===== config.mk =====
export PLATFORM = sky130hd
export DESIGN_NAME = scl_recovery_seq
export DESIGN_NICKNAME = d
export VERILOG_FILES = /design/src/rtl/scl_rec_pkg.sv /design/src/rtl/scl_rec_ctrl.sv /design/src/rtl/scl_rec_lane.sv /design/src/rtl/scl_recovery_seq.sv
export SDC_FILE = /design/constraint.sdc
export NUM_CORES = 1
export LEC_CHECK = 0
export ABC_AREA = 1
export BUFFER_PORTS_ARGS = -buffer_cell sky130_fd_sc_hd__buf_2
export CAP_MARGIN = 20
export CORE_MARGIN = 5
export CORE_UTILIZATION = 60
export DETAILED_ROUTE_END_ITERATION = 8
export PLACE_DENSITY = 0.85
export RECOVER_POWER = 50
export SLEW_MARGIN = 5
export SYNTH_ARGS = -nofsm -noshare
export SYNTH_HDL_FRONTEND = slang
export SYNTH_HIERARCHICAL = 1
export SYNTH_SLANG_ARGS = --single-unit
export TNS_END_PERCENT = 20

===== constraint.sdc =====
create_clock -name clk -period 5.4 [get_ports clk]
set_clock_uncertainty 0.05 [all_clocks]
set_input_delay 0.27 -clock clk [delete_from_list [all_inputs] [get_ports clk]]
set_output_delay 0.27 -clock clk [all_outputs]
set_load 0.01 [all_outputs]

===== src/rtl/scl_rec_pkg.sv =====
package scl_rec_pkg;
  typedef enum logic [1:0] {
    ST_IDLE = 2'd0,
    ST_HIGH = 2'd1,
    ST_LOW  = 2'd2
  } seq_state_t;
endpackage


===== src/rtl/scl_rec_ctrl.sv =====
module scl_rec_ctrl
  import scl_rec_pkg::*;
#(
  parameter int HALF_W = 16,
  parameter int PULSES = 9
) (
  input  logic              clk,
  input  logic              rst,
  input  logic              start,
  input  logic              any_sel,
  input  logic [HALF_W-1:0] half_period,
  output logic              take,
  output logic              finish,
  output logic              low_nxt,
  output logic              busy,
  output logic              done
);
  localparam int PCW = (PULSES > 1) ? $clog2(PULSES) : 1;

  seq_state_t        state_q;
  logic [HALF_W-1:0] cnt_q;
  logic [HALF_W-1:0] half_q;
  logic [PCW-1:0]    pulse_q;
  logic              phase_end;
  logic              null_done;

  assign phase_end = (cnt_q == half_q - 1'b1);
  assign take      = (state_q == ST_IDLE) && start && any_sel;
  assign null_done = (state_q == ST_IDLE) && start && !any_sel;
  assign finish    = (state_q == ST_LOW) && phase_end && (pulse_q == PCW'(PULSES - 1));

  always_comb begin
    low_nxt = (state_q == ST_LOW);
    if (state_q == ST_HIGH && phase_end) low_nxt = 1'b1;
    if (state_q == ST_LOW && phase_end)  low_nxt = 1'b0;
  end

  always_ff @(posedge clk) begin
    if (rst) begin
      state_q <= ST_IDLE;
      cnt_q   <= '0;
      half_q  <= HALF_W'(1);
      pulse_q <= '0;
      busy    <= 1'b0;
      done    <= 1'b0;
    end else begin
      done <= finish | null_done;
      unique case (state_q)
        ST_IDLE: begin
          if (take) begin
            state_q <= ST_HIGH;
            cnt_q   <= '0;
            pulse_q <= '0;
            half_q  <= (half_period == '0) ? HALF_W'(1) : half_period;
            busy    <= 1'b1;
          end
        end
        ST_HIGH: begin
          if (phase_end) begin
            state_q <= ST_LOW;
            cnt_q   <= '0;
          end else begin
            cnt_q <= cnt_q + 1'b1;
          end
        end
        ST_LOW: begin
          if (finish) begin
            state_q <= ST_IDLE;
            busy    <= 1'b0;
          end else if (phase_end) begin
            state_q <= ST_HIGH;
            cnt_q   <= '0;
            pulse_q <= pulse_q + 1'b1;
          end else begin
            cnt_q <= cnt_q + 1'b1;
          end
        end
        default: state_q <= ST_IDLE;
      endcase
    end
  end

  AST_DONE_ONE_CYCLE: assert property (@(posedge clk) disable iff (rst)
    done |=> !done);
  AST_PULSE_BOUND: assert property (@(posedge clk) disable iff (rst)
    pulse_q < PCW'(PULSES));
  AST_CNT_IN_PHASE: assert property (@(posedge clk) disable iff (rst)
    (state_q != ST_IDLE) |-> (cnt_q < half_q));
  AST_HALF_HELD: assert property (@(posedge clk) disable iff (rst)
    (busy && !finish) |=> $stable(half_q));
  AST_BUSY_NO_DONE: assert property (@(posedge clk) disable iff (rst)
    done |-> !busy);
endmodule


===== src/rtl/scl_rec_lane.sv =====
module scl_rec_lane #(
  parameter int          CFG_W   = 8,
  parameter logic [CFG_W-1:0] OVR_CFG = '0
) (
  input  logic             clk,
  input  logic             rst,
  input  logic             sel,
  input  logic             take,
  input  logic             finish,
  input  logic             low_nxt,
  input  logic             norm_oe,
  input  logic [CFG_W-1:0] norm_cfg,
  output logic             oe,
  output logic             ovr,
  output logic [CFG_W-1:0] cfg
);
  logic [CFG_W-1:0] save_q;

  always_ff @(posedge clk) begin
    if (rst) begin
      ovr    <= 1'b0;
      oe     <= 1'b0;
      cfg    <= '0;
      save_q <= '0;
    end else if (take && sel) begin
      save_q <= norm_cfg;
      ovr    <= 1'b1;
      oe     <= 1'b0;
      cfg    <= OVR_CFG;
    end else if (ovr) begin
      if (finish) begin
        ovr <= 1'b0;
        oe  <= norm_oe;
        cfg <= save_q;
      end else begin
        oe <= low_nxt;
      end
    end else begin
      oe  <= norm_oe;
      cfg <= norm_cfg;
    end
  end

  AST_RESTORE_SAVED: assert property (@(posedge clk) disable iff (rst)
    $fell(ovr) |-> (cfg == save_q));
  AST_OVR_CFG_HELD: assert property (@(posedge clk) disable iff (rst)
    ovr |-> (cfg == OVR_CFG));
endmodule


===== src/rtl/scl_recovery_seq.sv =====
module scl_recovery_seq #(
  parameter int                  NUM_BUS     = 4,
  parameter int                  HALF_W      = 16,
  parameter int                  CFG_W       = 8,
  parameter int                  PULSES      = 9,
  parameter logic [NUM_BUS-1:0]  BUS_PRESENT = '1,
  parameter logic [CFG_W-1:0]    OVR_CFG     = '0
) (
  input  logic                     clk,
  input  logic                     rst,
  input  logic                     start,
  input  logic [NUM_BUS-1:0]       bus_mask,
  input  logic [HALF_W-1:0]        half_period,
  input  logic [NUM_BUS-1:0]       norm_oe,
  input  logic [NUM_BUS*CFG_W-1:0] norm_cfg,
  output logic [NUM_BUS-1:0]       scl_oe,
  output logic [NUM_BUS-1:0]       bus_ovr,
  output logic [NUM_BUS*CFG_W-1:0] pad_cfg,
  output logic                     busy,
  output logic                     done
);
  logic [NUM_BUS-1:0] eff_mask;
  logic take, finish, low_nxt;

  assign eff_mask = bus_mask & BUS_PRESENT;

  scl_rec_ctrl #(.HALF_W(HALF_W), .PULSES(PULSES)) u_ctrl (
    .clk(clk), .rst(rst), .start(start), .any_sel(|eff_mask),
    .half_period(half_period), .take(take), .finish(finish),
    .low_nxt(low_nxt), .busy(busy), .done(done)
  );

  for (genvar i = 0; i < NUM_BUS; i++) begin : g_lane
    scl_rec_lane #(.CFG_W(CFG_W), .OVR_CFG(OVR_CFG)) u_lane (
      .clk(clk), .rst(rst), .sel(eff_mask[i]), .take(take),
      .finish(finish), .low_nxt(low_nxt), .norm_oe(norm_oe[i]),
      .norm_cfg(norm_cfg[i*CFG_W +: CFG_W]), .oe(scl_oe[i]),
      .ovr(bus_ovr[i]), .cfg(pad_cfg[i*CFG_W +: CFG_W])
    );
  end

  AST_LANES_TOGETHER: assert property (@(posedge clk) disable iff (rst)
    ((scl_oe & bus_ovr) == '0) || ((scl_oe & bus_ovr) == bus_ovr));
  AST_OVR_NEEDS_BUSY: assert property (@(posedge clk) disable iff (rst)
    (|bus_ovr) |-> busy);
  AST_ABSENT_NEVER: assert property (@(posedge clk) disable iff (rst)
    (bus_ovr & ~BUS_PRESENT) == '0);
  AST_START_IGNORED: assert property (@(posedge clk) disable iff (rst)
    (busy && start && !done) |=> $stable(bus_ovr) || !busy);
endmodule


==> flow_summary.ini, run 1 <==
[run_status]
run_status = finished, final reports clean

[timing]
finalSetupViolCount = 0
timing.final.crit_period_ns = 4.20
hold_viol_final = 0
tightestPinTransition_ns = 0.969
worst_slew_margin_rel_pct = 35.2
grt_setup_unrepaired = no
finalMaxSlewViolations = 0
final_min_period_over_clock_period_pct = 77.8
setup_total_negative_slack_ns = 0
achievable-frequency_mhz = 238

[placement]
buffer_ports.inserted = 100
dp.final_hpwl_um = 11100
place_area_sq_um = 6660
post-place-cells = 1130
gpl.final_weighted_congestion = 0.910

[floorplan]
die-area_sq_um = 12500
die_height_um = 112
floorplan.initialDensity_pct = 60.9
floorplan.die.width_um = 112
core-area_sq_um = 10200
io_pins = 101
std_cell_rows = 37

[drt]
dr_total_vias = 6056
drtPass1Iterations = 5
drt-total-wl_um = 14700
initialDrtViolationCount = 510
antenna_left = 0
post_drt_wl_per_cell_um = 12.8
drc = 0
detail_route.vias_per_cell = 5.28

[global_route]
vias_in_the_first_global_route = 5578
wire_length_of_the_first_global_routing_pass_um = 25000
globalRouteOverflowTotal = 0
grt_start_max_net_pins = 61
antenna_found_initial = 0
grt_use_total_pct = 23.4

[critical_path]
worstReg2RegEnd = g_lane[1].u_lane/cfg[6]
startpoint_of_the_worst_register_to_register_path = u_ctrl/half_q[0]
cp_max_fo = 28
crit_path_end_kind = flip-flop
timing.critical_path.to = g_lane[1].u_lane/cfg[6]
worst-setup-path-type = flip-flop to flip-flop
worst_path_max_delay_cell = sky130_fd_sc_hd__inv_1
worstPathRequired_ns = 5.63
cp-startpoint = u_ctrl/half_q[0]
crit_path_start_kind = flip-flop
rr_worst_depth = 18
setup.reg_to_reg.worst_slack_ns = 1.20
cp_data_arrival_time_ns = 4.44
cp_slowest_stage_delay_ns = 0.93
critical-path-top-cell-by-count = sky130_fd_sc_hd__nand2_1
critical_path.cell_chain = inv_1 > ha_1 > nand3_4 > nor2_8 > nand2_1 > nand2_1 > nand2_1 > nor2_1 > nand2_1 > nor2_2 > nand3_1 > inv_1 > buf_4 > clkinv_2 > nand3_1 > nand3_1 > nand2_1 > inv_1

[cts]
cts_repair_resize_count = 0
cts_setup_buffers = 0
clock_sinks = 112
cts.reportedPaths.clkPinSlew_ns = 0.12
clock_latency_on_the_worst_skew_pair_ns = 0.38
clockBufferDepth = 2
cts_root_buffer = sky130_fd_sc_hd__clkbuf_8
clock_tree.htree_level_count = 3
tritoncts = done
cts_hold_buf = 0
cts_buffers = 9

[min_path]
hold-path-cell-count = 3
worst_hold_path_type = input pin to flip-flop

[synthesis]
yosys_warnings = 6
synth_top_cells_by_area = sky130_fd_sc_hd__dfxtp_1, sky130_fd_sc_hd__nand2_1, sky130_fd_sc_hd__nand3_1
yosys.area.top_type = sky130_fd_sc_hd__dfxtp_1
synthesis.nets = 986
syn_area_per_cell_sq_um = 6.76
syn-cell-area_sq_um = 6200
yosysSeqAreaShare_pct = 36.2
synth.distinct_cells = 33
netlist_instances = 917
synth_largest_type_area_fraction_pct = 36.2
synth.ff_latch_count = 112

[layout]
mostFrequentLayoutCell = sky130_fd_sc_hd__nand2_1
stdcell_area_sq_um = 6750
final_util_pct = 66.3
layout-area-overhead-vs-synth_pct = 8.92
mostFrequentLayoutCells = sky130_fd_sc_hd__nand2_1, sky130_fd_sc_hd__nand3_1, sky130_fd_sc_hd__dfxtp_1, sky130_fd_sc_hd__inv_1, sky130_fd_sc_hd__nor2_1
nets = 1074
proportion_of_layout_cells_with_a_drive_suffix_above_1_pct = 12.9
antenna_diode_count = 0
instances_no_fill = 1146

[pwr]
power.density_nw_per_um2 = 392
irDropWorstVdd_v = 0.000205
static-leakage-power_nw = 3.20

[run]
max_cap_viol_count = 0
[layout make-up]
class / count / area (sq um)
repair buffers: 104 / 474
clock inverters: 6 / 68.8
inverters: 112 / 437
multi-input cells: 666 / 3220
well taps: 136 / 170
fillers: 959 / 3430
clock buffers: 10 / 138
flip-flops and latches: 112 / 2240
[worst max-delay path, delay by kind of cell (launching register included)]
family        cells  cell delay [ns]
fa+ha+maj         1             0.28
buf+inv           5             1.66
flops             1             0.34
simple gates     12             1.77
[worst min path at each step]
stage	endpoint	start	slack [ns]
after floorplan	g_lane[0].u_lane/oe	norm_oe[0]	0.35
after global placement	g_lane[1].u_lane/save_q[0]	g_lane[1].u_lane/save_q[0]	0.40
after detailed placement	g_lane[2].u_lane/save_q[3]	g_lane[2].u_lane/save_q[3]	0.41
after CTS	g_lane[0].u_lane/oe	norm_oe[0]	0.04
after global routing	g_lane[2].u_lane/oe	norm_oe[2]	0.05
final	g_lane[0].u_lane/oe	norm_oe[0]	0.04
[through the flow]
step | power, W | hold WS [ns] | setup WS, ns
after floorplan | 0.00194 | 0.355 | 2.91
after global placement | 0.00217 | 0.403 | 2.03
after detailed placement | 0.00219 | 0.407 | 1.86
after CTS | 0.00269 | 0.0362 | 1.86
after global routing | 0.00287 | 0.0466 | 0.776
final | 0.00265 | 0.0422 | 1.20
[power breakdown]
part	total (W)	internal (W)	leakage, nW	switching (W)
registers	0.00106	0.000944	0.918	0.000112
clock network	0.000509	0.000195	0.101	0.000314
logic	0.00108	0.000356	2.18	0.000724
[metal layers]
metal	wire, um	up-vias	global-route usage [%]
met5	0	-	0
met4	316	0	8.19
met3	857	28	4.73
met2	6870	200	38.4
met1	6670	2727	30.8
li1	-	3101	-
[synthesized netlist by cell type]
master,number
sky130_fd_sc_hd__a211oi_1,6
sky130_fd_sc_hd__a21oi_1,49
sky130_fd_sc_hd__and2_1,2
sky130_fd_sc_hd__buf_1,1
sky130_fd_sc_hd__buf_2,3
sky130_fd_sc_hd__buf_4,1
sky130_fd_sc_hd__buf_6,17
sky130_fd_sc_hd__clkbuf_1,5
sky130_fd_sc_hd__clkinv_1,2
sky130_fd_sc_hd__clkinv_2,4
sky130_fd_sc_hd__dfxtp_1,112
sky130_fd_sc_hd__ha_1,10
sky130_fd_sc_hd__inv_1,95
sky130_fd_sc_hd__inv_2,7
sky130_fd_sc_hd__inv_8,4
sky130_fd_sc_hd__nand2_1,282
sky130_fd_sc_hd__nand2_2,7
sky130_fd_sc_hd__nand2_4,4
sky130_fd_sc_hd__nand3_1,134
sky130_fd_sc_hd__nand3_4,2
sky130_fd_sc_hd__nand3b_1,5
sky130_fd_sc_hd__nand4_1,22
sky130_fd_sc_hd__nor2_1,70
sky130_fd_sc_hd__nor2_2,22
sky130_fd_sc_hd__nor2_4,1
sky130_fd_sc_hd__nor2_8,5
sky130_fd_sc_hd__nor3_1,6
sky130_fd_sc_hd__nor4_1,7
sky130_fd_sc_hd__o21ai_0,11
sky130_fd_sc_hd__o21ai_1,3
sky130_fd_sc_hd__or2_2,2
sky130_fd_sc_hd__xnor2_1,8
sky130_fd_sc_hd__xor2_1,8
[sequential cells by signal (all words and copies together) (netlist names)]
| signal | flops |
|---|---|
| g_lane.u_lane/cfg | 32 |
| u_ctrl/done | 1 |
| u_ctrl/state_q | 2 |
| g_lane.u_lane/oe | 4 |
| g_lane.u_lane/ovr | 4 |
| u_ctrl/cnt_q | 16 |
| g_lane.u_lane/save_q | 32 |
| u_ctrl/pulse_q | 4 |
| u_ctrl/half_q | 16 |
| u_ctrl/busy | 1 |
[kinds of logic (layout without fill, tap and decap cells)]
family	count (synthesis)	in the layout	synth area share (%)
simple gates	571	571	42.6
buf+inv	139	232	11.2
flops	112	112	36.2
compound gates	69	69	5.81
xor+xnor	16	16	2.26
fa+ha+maj	10	10	2.02
No activity file was read; power rests on OpenSTA's default activity.
==> run 2: changes to the inputs <==
ABC_AREA = 0   (was 1)
CORE_UTILIZATION = 51   (was 60)
PLACE_DENSITY = 0.78   (was 0.85)
clock period = 3.55 ns   (was 5.4 ns; I/O delays follow)
==> flow_summary.ini, run 2 <==
[run_status]
run_status = finished, final reports clean

[layout]
antenna_diode_count = 0
layout-area-overhead-vs-synth_pct = 13.7
proportion_of_layout_cells_with_a_drive_suffix_above_1_pct = 18.6
reg_top3 = g_lane.u_lane/cfg x32, g_lane.u_lane/save_q x32
mostFrequentLayoutCell = sky130_fd_sc_hd__dfxtp_1
mostFrequentLayoutCells = sky130_fd_sc_hd__dfxtp_1, sky130_fd_sc_hd__nand2_1, sky130_fd_sc_hd__a21oi_1, sky130_fd_sc_hd__buf_2, sky130_fd_sc_hd__nor2_1
final_util_pct = 59.4
instances_no_fill = 876
nets = 800

[synthesis]
synthMostInstantiatedCell = sky130_fd_sc_hd__dfxtp_1
yosys.area.top_type = sky130_fd_sc_hd__dfxtp_1
syn_area_per_cell_sq_um = 8.97
synth_top_flop_cell = sky130_fd_sc_hd__dfxtp_1
yosysSeqAreaShare_pct = 39.6
synthesis.nets = 700
synth.ff_latch_count = 112
synth_largest_type_area_fraction_pct = 39.6
syn-cell-area_sq_um = 5660
netlist_instances = 631
synth_top_cells_by_area = sky130_fd_sc_hd__dfxtp_1, sky130_fd_sc_hd__nand2_1, sky130_fd_sc_hd__a211oi_2
synth-edff-count = 0
yosys_warnings = 6
synthArstFlopShare_pct = 0
post_synth_most_frequent_cells = sky130_fd_sc_hd__dfxtp_1, sky130_fd_sc_hd__nand2_1, sky130_fd_sc_hd__a21oi_1
synth.distinct_cells = 58

[cts]
cts_repair_resize_count = 0
cts.reportedPaths.clkPinSlew_ns = 0.09
cts_root_buffer = sky130_fd_sc_hd__clkbuf_8
clockBufferDepth = 2
clock_latency_on_the_worst_skew_pair_ns = 0.36
cts_buffers = 9
clock_sinks = 112
clock_tree.htree_level_count = 3
tritoncts = done
cts_setup_buffers = 0

[global_route]
vias_in_the_first_global_route = 4701
grt_start_max_net_pins = 38
grt_use_total_pct = 20.2
wire_length_of_the_first_global_routing_pass_um = 21900
antenna_found_initial = 0
grt_util_met3_pct = 3.00
gr-usage-met1_pct = 24.8
grtUsageMet2_pct = 35.5
globalRouteOverflowTotal = 0
busiest_layer = met2

[drt]
drt-total-wl_um = 13700
initialDrtViolationCount = 291
drtPass1Iterations = 5
antenna_left = 0
dr_total_vias = 4913
detail_route.vias_per_cell = 5.61
post_drt_wl_per_cell_um = 15.7
drc = 0

[floorplan]
die_height_um = 115
core-area_sq_um = 10800
die-area_sq_um = 13300
io_pins = 101
floorplan.initialDensity_pct = 52.2
floorplan.die.width_um = 115
std_cell_rows = 38

[timing]
timing.final.crit_period_ns = 3.11
grt_setup_unrepaired = no
finalSetupViolCount = 0
final_min_period_over_clock_period_pct = 87.7
worst_slew_margin_rel_pct = 41.9
setup_total_negative_slack_ns = 0
achievable-frequency_mhz = 321
tightestPinTransition_ns = 0.871
hold_viol_final = 0
finalMaxSlewViolations = 0

[pwr]
power.density_nw_per_um2 = 511
irDropWorstVdd_v = 0.000253
static-leakage-power_nw = 2.28
total_power_w = 0.00329

[critical_path]
cp_max_fo = 36
crit_path_end_kind = flip-flop
setup.reg_to_reg.worst_slack_ns = 0.44
worstPathRequired_ns = 3.76
worst-setup-path-type = flip-flop to flip-flop
cp_data_arrival_time_ns = 3.32
crit_path_start_kind = flip-flop

[run]
max_cap_viol_count = 0

[placement]
post-place-cells = 841
buffer_ports.inserted = 100
dp.final_hpwl_um = 10000
gpl.final_weighted_congestion = 0.886

[min_path]
worst_hold_path_type = input pin to flip-flop
run 2: worst paths after layout:
check,startpoint,endpoint,depth (start not counted)
max,u_ctrl/half_q[0],g_lane[0].u_lane/oe,11
min,norm_cfg[21],g_lane[2].u_lane/save_q[5],3
max reg2reg,u_ctrl/half_q[0],g_lane[0].u_lane/oe,11
min reg2reg,g_lane[2].u_lane/save_q[7],g_lane[2].u_lane/save_q[7],2
run 2: critical path, cell delays in order, from the launching register on:
cell                       delay [ns]
sky130_fd_sc_hd__dfxtp_1         0.35
sky130_fd_sc_hd__nor3_2          0.41
sky130_fd_sc_hd__buf_4           0.21
sky130_fd_sc_hd__nand2_1         0.09
sky130_fd_sc_hd__xnor2_1         0.16
sky130_fd_sc_hd__nor4_1          0.55
sky130_fd_sc_hd__nand3_2         0.28
sky130_fd_sc_hd__nor2_4          0.19
sky130_fd_sc_hd__buf_12          0.26
sky130_fd_sc_hd__nand2b_4        0.19
sky130_fd_sc_hd__mux2i_1         0.19
sky130_fd_sc_hd__nor2_1          0.05
run 2: area by class of cell:
class                      count  area (sq um)
tap                          140           175
fill                         986          4410
inverter                      14          52.6
clock inverter                 3          65.1
timing repair buffer         126           697
multi-input combinational    468          3050
clock buffer                  13           149
sequential                   112          2240
run 2: cells by family (layout without fill, tap and decap cells):
group | count (synthesis) | in the layout | synth area share [%]
AO/OA/AOI/OAI | 146 | 146 | 18.9
XOR/XNOR | 21 | 21 | 3.25
flip-flops | 112 | 112 | 39.6
adder cells (fa/ha/maj) | 10 | 10 | 2.21
multiplexers | 39 | 39 | 6.92
AND/OR/NAND/NOR | 252 | 252 | 22.5
buffers and inverters | 51 | 156 | 6.59
run 2: metrics by stage:
stage,setup WS [ns],hold WS [ns],cell area [sq um]
2_1_floorplan,0.712,0.261,5660
4_1_cts,0.434,0.00152,6490
5_1_grt,0.0913,0.00758,6430
3_5_place_dp,0.479,0.373,6090
6_report,0.437,0.0139,6430
3_3_place_gp,0.591,0.379,6090
run 2: report_power, final:
part | leakage (nW) | switching (W) | internal, W
logic | 1.25 | 0.000571 | 0.000357
clock network | 0.108 | 0.000396 | 0.000417
registers | 0.918 | 0.000154 | 0.00140
run 2: routing by layer:
layer | vias up | share of wire [%] | routed length, um
li1 | 2421 | - | -
met3 | 26 | 5.0 | 693
met5 | - | 0 | 0
met1 | 2333 | 42 | 5800
met4 | 0 | 2.4 | 326
met2 | 133 | 50 | 6920
run 2: repair_timing:
item / in CTS / in global routing
hold endpoints to repair: 19 / 0
hold buffers: 19 / 0
endpoints found under the setup margin: 0 / 0
==> run 3: changes to the inputs <==
CORE_UTILIZATION = 52   (was 51)
CTS_BUF_LIST = sky130_fd_sc_hd__clkbuf_8   (was unset)
PLACE_DENSITY = 0.79   (was 0.78)
==> flow_summary.ini, run 3 (synthesized netlist as in run 2, its figures left out) <==
[run_status]
run_status = finished, final reports clean

[floorplan]
floorplan.initialDensity_pct = 52.7
io_pins = 101
floorplan.die.width_um = 114
std_cell_rows = 38
die-area_sq_um = 13100
die_height_um = 114
core-area_sq_um = 10700

[critical_path]
worst_path_max_delay_cell = sky130_fd_sc_hd__clkbuf_1
crit_path_start_kind = flip-flop
cp_slowest_stage_delay_ns = 0.64
cp_max_fo = 24
startpoint_of_the_worst_register_to_register_path = u_ctrl/state_q[0]
cp_data_arrival_time_ns = 3.37
worstPathRequired_ns = 3.76
critical-path-top-cell-by-count = sky130_fd_sc_hd__clkbuf_1
crit_path_end_kind = flip-flop
critical_path.cell_chain = inv_1 > ha_1 > nand3_1 > clkbuf_1 > clkinv_1 > clkbuf_1 > and2_0 > nand2_1 > a21oi_1
cp-startpoint = u_ctrl/state_q[0]
worst-setup-path-type = flip-flop to flip-flop

[timing]
fin_worst_hold_slack_ns = 0.00834
hold_viol_final = 0
tightestPinTransition_ns = 1.12
worst_slew_margin_rel_pct = 25.7
final_min_period_over_clock_period_pct = 89.2
achievable-frequency_mhz = 316
finalSetupViolCount = 0
timing.final.crit_period_ns = 3.17
finalMaxSlewViolations = 0
grt_setup_unrepaired = no
setup_total_negative_slack_ns = 0

[drt]
initialDrtViolationCount = 363
post_drt_wl_per_cell_um = 15.7
drt-total-wl_um = 14000
drc = 0
drtPass1Iterations = 5
antenna_left = 0
detail_route.vias_per_cell = 5.52
dr_total_vias = 4932

[placement]
gpl.final_weighted_congestion = 0.921
buffer_ports.inserted = 100
dp.final_hpwl_um = 9990

[cts]
tritoncts = done
clock_sinks = 112
cts.reportedPaths.clkPinSlew_ns = 0.12
cts_repair_resize_count = 0
cts_root_buffer = sky130_fd_sc_hd__clkbuf_8
clockBufferDepth = 2
clock_latency_on_the_worst_skew_pair_ns = 0.38
cts_buffers = 9
clock_tree.htree_level_count = 3

[layout]
nets = 817
mostFrequentLayoutCells = sky130_fd_sc_hd__dfxtp_1, sky130_fd_sc_hd__nand2_1, sky130_fd_sc_hd__a21oi_1, sky130_fd_sc_hd__buf_2, sky130_fd_sc_hd__nor2_1
final.fill_count = 954
layout-area-overhead-vs-synth_pct = 16.4
antenna_diode_count = 0
proportion_of_layout_cells_with_a_drive_suffix_above_1_pct = 18.6
reg_top3 = g_lane.u_lane/cfg x32, g_lane.u_lane/save_q x32
mostFrequentLayoutCell = sky130_fd_sc_hd__dfxtp_1

[global_route]
vias_in_the_first_global_route = 4872
antenna_found_initial = 0
grt_start_max_net_pins = 37
grt_use_total_pct = 21.2
globalRouteOverflowTotal = 0
wire_length_of_the_first_global_routing_pass_um = 22600

[min_path]
hp-start = norm_cfg[25]
worst_hold_path_type = input pin to flip-flop

[pwr]
power.density_nw_per_um2 = 500
total_power_w = 0.00330
irDropWorstVdd_v = 0.000239
static-leakage-power_nw = 2.34

[run]
max_cap_viol_count = 0
## run 3: repair_timing
item / 4_1_cts / 5_1_grt
hold buffers: 34 / 1
setup endpoints to repair: 0 / 0
setup buffers: 0 / 0
hold endpoints to repair: 34 / 1
## run 3: stage by stage
step                utilization, %  cell area, sq um  setup WS, ns  std cells
floorplan                        -              5660         0.712        631
global placement              56.6              6080         0.494        842
detailed placement            56.6              6080         0.414        842
CTS                           61.8              6640         0.389        892
global route                  61.4              6590        0.0740        893
finish                        61.4              6590         0.383        893
## run 3: final timing paths
path / endpoint / slack (ns) / depth (start not counted)
max: g_lane[3].u_lane/save_q[4] / 0.38 / 9
min: g_lane[3].u_lane/save_q[1] / 0.008 / 3
max reg2reg: g_lane[3].u_lane/save_q[4] / 0.38 / 9
min reg2reg: g_lane[1].u_lane/save_q[7] / 0.41 / 2
## run 3: critical path: cells and delay by family (launching register included)
family	cells	cell delay, ns
buf+inv	4	1.44
simple gates	3	0.75
flops	1	0.44
fa+ha+maj	1	0.27
compound gates	1	0.07
## run 3: power breakdown
| group | leakage (nW) | total [W] | switching, W | internal (W) |
|---|---|---|---|---|
| combinational | 1.32 | 0.000937 | 0.000569 | 0.000368 |
| clock | 0.105 | 0.000806 | 0.000450 | 0.000355 |
| sequential | 0.918 | 0.00155 | 0.000157 | 0.00140 |
## run 3: layout make-up
| cell class | count | area, sq um | area share [%] |
|---|---|---|---|
| sequential | 112 | 2240 | 34.0 |
| inverter | 14 | 52.6 | 0.797 |
| multi-input combinational | 468 | 3050 | 46.3 |
| clock buffer | 10 | 138 | 2.09 |
| tap | 140 | 175 | 2.66 |
| timing repair buffer | 143 | 851 | 12.9 |
| clock inverter | 6 | 80.1 | 1.21 |
## run 3: metal layers
metal,wire length (um),vias up,global-route usage [%],share of wire (%)
met3,705,36,3.28,5.0
met4,419,0,10.2,3.0
met2,7000,142,37.5,50
li1,-,2453,-,-
met5,0,-,0,0
met1,5920,2301,25.0,42
